==> src/rtl/sar_pkg.sv <==
package sar_pkg;

  // Strobes from the sequencer to the approximation register
  typedef struct packed {
    logic loadStart;   // begin conversion: register = MSB trial
    logic decide;      // a trial cycle is ending: keep or clear the bit
    logic lastStep;    // the trial ending is the LSB one
  } sarStrobes_t;

endpackage

==> src/rtl/sar_ctrl.sv <==
module sar_ctrl #(
  parameter int N = 8
) (
  input  logic                 clk,
  input  logic                 rstN,
  input  logic                 startReq,
  output sar_pkg::sarStrobes_t strobes,
  output logic                 busy,
  output logic                 donePulse
);
  localparam int CW = (N > 1) ? $clog2(N) : 1;
  localparam logic [CW-1:0] LAST_IDX = CW'(N - 1);

  logic          busyQ;
  logic [CW-1:0] bitCnt;
  logic          doneQ;

  always_comb begin
    strobes.loadStart = !busyQ && startReq;
    strobes.decide    = busyQ;
    strobes.lastStep  = busyQ && (bitCnt == '0);
  end

  always_ff @(posedge clk or negedge rstN) begin
    if (!rstN) begin
      busyQ  <= 1'b0;
      bitCnt <= '0;
      doneQ  <= 1'b0;
    end else begin
      doneQ <= strobes.lastStep;
      if (strobes.loadStart) begin
        busyQ  <= 1'b1;
        bitCnt <= LAST_IDX;
      end else if (busyQ) begin
        if (bitCnt == '0) begin
          busyQ <= 1'b0;
        end else begin
          bitCnt <= bitCnt - CW'(1);
        end
      end
    end
  end

  assign busy      = busyQ;
  assign donePulse = doneQ;

  // Checker state: length of the current busy stretch
  logic [CW:0] busyLen;
  always_ff @(posedge clk or negedge rstN) begin
    if (!rstN) begin
      busyLen <= '0;
    end else if (strobes.loadStart) begin
      busyLen <= '0;
    end else if (busyQ) begin
      busyLen <= busyLen + (CW+1)'(1);
    end
  end

  AST_FIXED_LEN: assert property (@(posedge clk) disable iff (!rstN)
    donePulse |-> (busyLen == (CW+1)'(N)) && !busyQ);
  AST_DONE_SINGLE: assert property (@(posedge clk) disable iff (!rstN)
    donePulse |=> !donePulse);
  AST_START_IGNORED: assert property (@(posedge clk) disable iff (!rstN)
    (busyQ && !strobes.lastStep) |=> busyQ && (bitCnt == $past(bitCnt) - CW'(1)));

endmodule

==> src/rtl/sar_datapath.sv <==
module sar_datapath #(
  parameter int N = 8
) (
  input  logic                 clk,
  input  logic                 rstN,
  input  sar_pkg::sarStrobes_t strobes,
  input  logic                 cmpHigh,
  output logic [N-1:0]         dacCode,
  output logic [N-1:0]         resultCode
);
  localparam logic [N-1:0] MSB_ONLY = {1'b1, {(N-1){1'b0}}};

  logic [N-1:0] trialQ;
  logic [N-1:0] maskQ;
  logic [N-1:0] resultQ;
  logic [N-1:0] keptVal;
  logic [N-1:0] nextMask;

  // Per-bit keep/clear of the bit under test
  for (genvar i = 0; i < N; i++) begin : g_bit
    always_comb begin
      keptVal[i] = trialQ[i] & (cmpHigh | ~maskQ[i]);
    end
  end

  assign nextMask = maskQ >> 1;

  always_ff @(posedge clk or negedge rstN) begin
    if (!rstN) begin
      trialQ  <= '0;
      maskQ   <= '0;
      resultQ <= '0;
    end else if (strobes.loadStart) begin
      trialQ <= MSB_ONLY;
      maskQ  <= MSB_ONLY;
    end else if (strobes.decide) begin
      trialQ <= keptVal | nextMask;
      maskQ  <= nextMask;
      if (strobes.lastStep) begin
        resultQ <= keptVal;
      end
    end
  end

  assign dacCode    = trialQ;
  assign resultCode = resultQ;

  AST_FIRST_TRIAL: assert property (@(posedge clk) disable iff (!rstN)
    strobes.loadStart |=> (trialQ == MSB_ONLY));
  AST_MASK_ONEHOT: assert property (@(posedge clk) disable iff (!rstN)
    strobes.decide |-> $onehot(maskQ));
  AST_KEEP_BIT: assert property (@(posedge clk) disable iff (!rstN)
    (strobes.decide && !strobes.lastStep && cmpHigh) |=> ((trialQ & $past(maskQ)) != '0));
  AST_CLEAR_BIT: assert property (@(posedge clk) disable iff (!rstN)
    (strobes.decide && !strobes.lastStep && !cmpHigh) |=> ((trialQ & $past(maskQ)) == '0));
  AST_RESULT_HOLD: assert property (@(posedge clk) disable iff (!rstN)
    !strobes.lastStep |=> $stable(resultQ));

endmodule

==> src/rtl/sar_conv_ctrl.sv <==
module sar_conv_ctrl #(
  parameter int N = 8
) (
  input  logic         clk,
  input  logic         rstN,
  input  logic         startReq,
  input  logic         cmpHigh,
  output logic [N-1:0] dacCode,
  output logic         busy,
  output logic         donePulse,
  output logic [N-1:0] resultCode
);
  sar_pkg::sarStrobes_t strobes;

  sar_ctrl #(.N(N)) u_ctrl (
    .clk       (clk),
    .rstN      (rstN),
    .startReq  (startReq),
    .strobes   (strobes),
    .busy      (busy),
    .donePulse (donePulse)
  );

  sar_datapath #(.N(N)) u_dp (
    .clk        (clk),
    .rstN       (rstN),
    .strobes    (strobes),
    .cmpHigh    (cmpHigh),
    .dacCode    (dacCode),
    .resultCode (resultCode)
  );

  AST_RESET_IDLE: assert property (@(posedge clk) disable iff (!rstN)
    $rose(rstN) |-> !busy && !donePulse && (resultCode == '0));

endmodule

==> config.mk <==
export PLATFORM = sky130hd
export DESIGN_NAME = sar_conv_ctrl
export DESIGN_NICKNAME = d
export VERILOG_FILES = /design/src/rtl/sar_pkg.sv /design/src/rtl/sar_ctrl.sv /design/src/rtl/sar_datapath.sv /design/src/rtl/sar_conv_ctrl.sv
export SDC_FILE = /design/constraint.sdc
export NUM_CORES = 1
export LEC_CHECK = 0
export BUFFER_PORTS_ARGS = -buffer_cell sky130_fd_sc_hd__buf_2
export CORE_MARGIN = 3
export CORE_UTILIZATION = 49
export DETAILED_ROUTE_END_ITERATION = 7
export HOLD_SLACK_MARGIN = 0.1
export PLACE_DENSITY = 0.79
export SETUP_SLACK_MARGIN = 0.3
export SLEW_MARGIN = 0
export SYNTH_ARGS = -nofsm -noshare
export SYNTH_HDL_FRONTEND = slang
export SYNTH_HIERARCHICAL = 1
export SYNTH_SLANG_ARGS = --single-unit
==> constraint.sdc <==
create_clock -name clk -period 2.1 [get_ports clk]
set_input_delay 0.42 -clock clk [delete_from_list [all_inputs] [get_ports clk]]
set_output_delay 0.42 -clock clk [all_outputs]
set_load 0.1 [all_outputs]
==> reports/metrics.cfg <==
[worst_setup_path]
rr_worst_depth=4
arrival_ns=1.25
crit_fanout=16
required_ns=1.68
cp_num_cells=1
startpoint_type=register
r2r_start=u_ctrl/busy
timing_worst_setup_path_type=reg -> out
cp_top_family=flip-flops
cp-end-kind=primary output
startpoint=u_ctrl/busy
path_buf_inv=1
slowest_delay_ns=0.57
crit_chain=buf_4
cp_slowest_cell=dfrtp_2

[yosys]
synth_flop_cell=dfrtp_1
async_flop_share_pct=100.0
syn_inst=123
ys_seq_area_share_pct=59.18
yosysWarnings=6
synth_area_sq_um=1226
yosys.area_share.simple_pct=15.82
synth-edff-count=0
synth_area_per_cell_sq_um=9.969
synth.most_common_cell=nand2_1
synth_top_family_by_area=compound AO/OA/AOI/OAI gates
yosysTopAreaCell=dfrtp_1
synth_nets=129
synthXorXnorAreaFrac_pct=0
synth_common_cells=30 x nand2_1, 29 x dfrtp_1, 10 x inv_1
synth_seq_cells=29
yosys-mux-area-fraction_pct=0
synthAdderAreaFrac_pct=2.041
synth_compound_area_share_pct=16.12
yosys-top-cells-area=dfrtp_1 59%, nand2_1 9.2%, a31oi_1 3.6%
yosysUniqueCellTypes=25
yosysTopAreaCellShare_pct=59.18

[grt]
globalRouteMet3Util_pct=8.585
first_global_vias=868
gr-usage-met1_pct=21.01
grt_use_met2_pct=24.54
grtUsageTotal_pct=16.81
grt_max_degree=30
antenna_found_initial=0
grt_pass1_wl_microns=4050
grt_overflow=0
grt.busiest_layer=met2

[sta]
finalSetupTns_ns=0
fmaxAchievable_ghz=0.6002
setup_ws_ns=0.4340
hold_violations=0
min_period_over_period_pct=79.33
maxSlewHeadroom_pct=59.54
slew_viol_final=0
tightest_slew_ns=0.6070
min_period_ns=1.666
rsz0062_at_grt=no
clock-skew-final_ns=0.007406
setup_viol=0

[layout]
drive_gt1_share_pct=22.60
final_nets=152
diodes=0
area_growth_pct=13.57
fin_area_sq_um=1393

[outcome]
status=complete, no violations

[die]
die_w_microns=56.03
initial_core_util_pct=53.38
fp.dieH_microns=56.03
fp-row-count=17
dieArea_sq_um=3139
pin_count=22
core_area_sq_um=2297

[run]
drv_cap=0

[cts]
postCtsSetupRepairBufs=0
htreeDepth=2
hold_buffers=0
path_clk_slew_ns=0.09
cts_buffers=5
cts_buffer_depth=2
cts_resized=1
cts.sink_count=29
clkLatencyLatePin_ns=0.32
cts_tree=built
cts_root_buf=clkbuf_4

[drt]
wl_per_cell_microns=13.21
num_vias=919
drt_iter0_drc=19
drc=0
antenna_left=0
first_pass_iters=4
viasPerCell=5.282
drt_wl_total_microns=2298

[placed_design]
placed_cell_area_sq_um=1335
gp_congestion=0.7483
dp_hpwl_microns=1648
pre_cts_ws_ns=0.6312
numPortBuffers=21

[worst_hold_path]
hp-class=in -> async

-- cells by family after synthesis --
kind of cell    count (synthesis)
flops                          29
compound gates                 35
buf+inv                        17
simple gates                   40
fa+ha+maj                       2
-- registers in the layout, summed over array words and instances, names as in the netlist --
name              count
u_dp/maskQ            8
u_ctrl/bitCnt         3
u_ctrl/busy           1
u_dp/resultCode       8
u_ctrl/donePulse      1
u_dp/dacCode          8
-- path summary, 6_finish.rpt --
path | endpoint | slack, ns
worst max-delay path | busy | 0.43
worst min-delay path | u_dp/resultCode[7] | 0.09
worst max register to register | u_dp/resultCode[0] | 0.61
worst min register to register | u_dp/resultCode[4] | 0.49
max in group asynchronous | u_ctrl/busy | 1.57
min in group clk | u_ctrl/busy | 0.38
-- cell usage in the layout, fill, tap and decap left out, drive strengths merged --
cell type  netlist  routed
a211o            1       1
ha               2       2
nor3             1       1
o21ai           16      16
clkbuf           1       7
and3b            1       1
nand2           30      30
a31oi            7       7
buf              5      22
nand3            2       2
o21a             2       2
a21o             2       2
nor2b            1       1
dfrtp           29      29
nand3b           1       1
nand2b           1       1
or3              1       1
inv             11      11
a21oi            7       7
nor2             2       2
-- layout make-up --
| type | count | area [sq um] |
|---|---|---|
| clock buffer | 7 | 55.05 |
| fill | 191 | 904.6 |
| inverter | 11 | 43.79 |
| multi-input combinational | 77 | 416.7 |
| sequential | 29 | 726.9 |
| tap | 28 | 35.03 |
| timing repair buffer | 22 | 115.1 |
-- metal layers --
| layer | vias up | share of wire, % |
|---|---|---|
| met2 | 30 | 46 |
| met1 | 428 | 46 |
| li1 | 455 | - |
| met4 | 0 | 1.7 |
| met3 | 6 | 6.5 |
| met5 | - | 0 |
-- metrics by stage --
step	util [%]	instances	hold WS (ns)
final	60.62	174	0.09180
after global routing	60.62	174	0.1191
after CTS	60.62	174	0.1166
after detailed placement	58.12	167	0.4713
after global placement	58.12	167	0.4627
after floorplan	-	123	0.1244
Power is not shown: default switching activity piles up to over one toggle a cycle in this logic, so the estimate is an artifact.
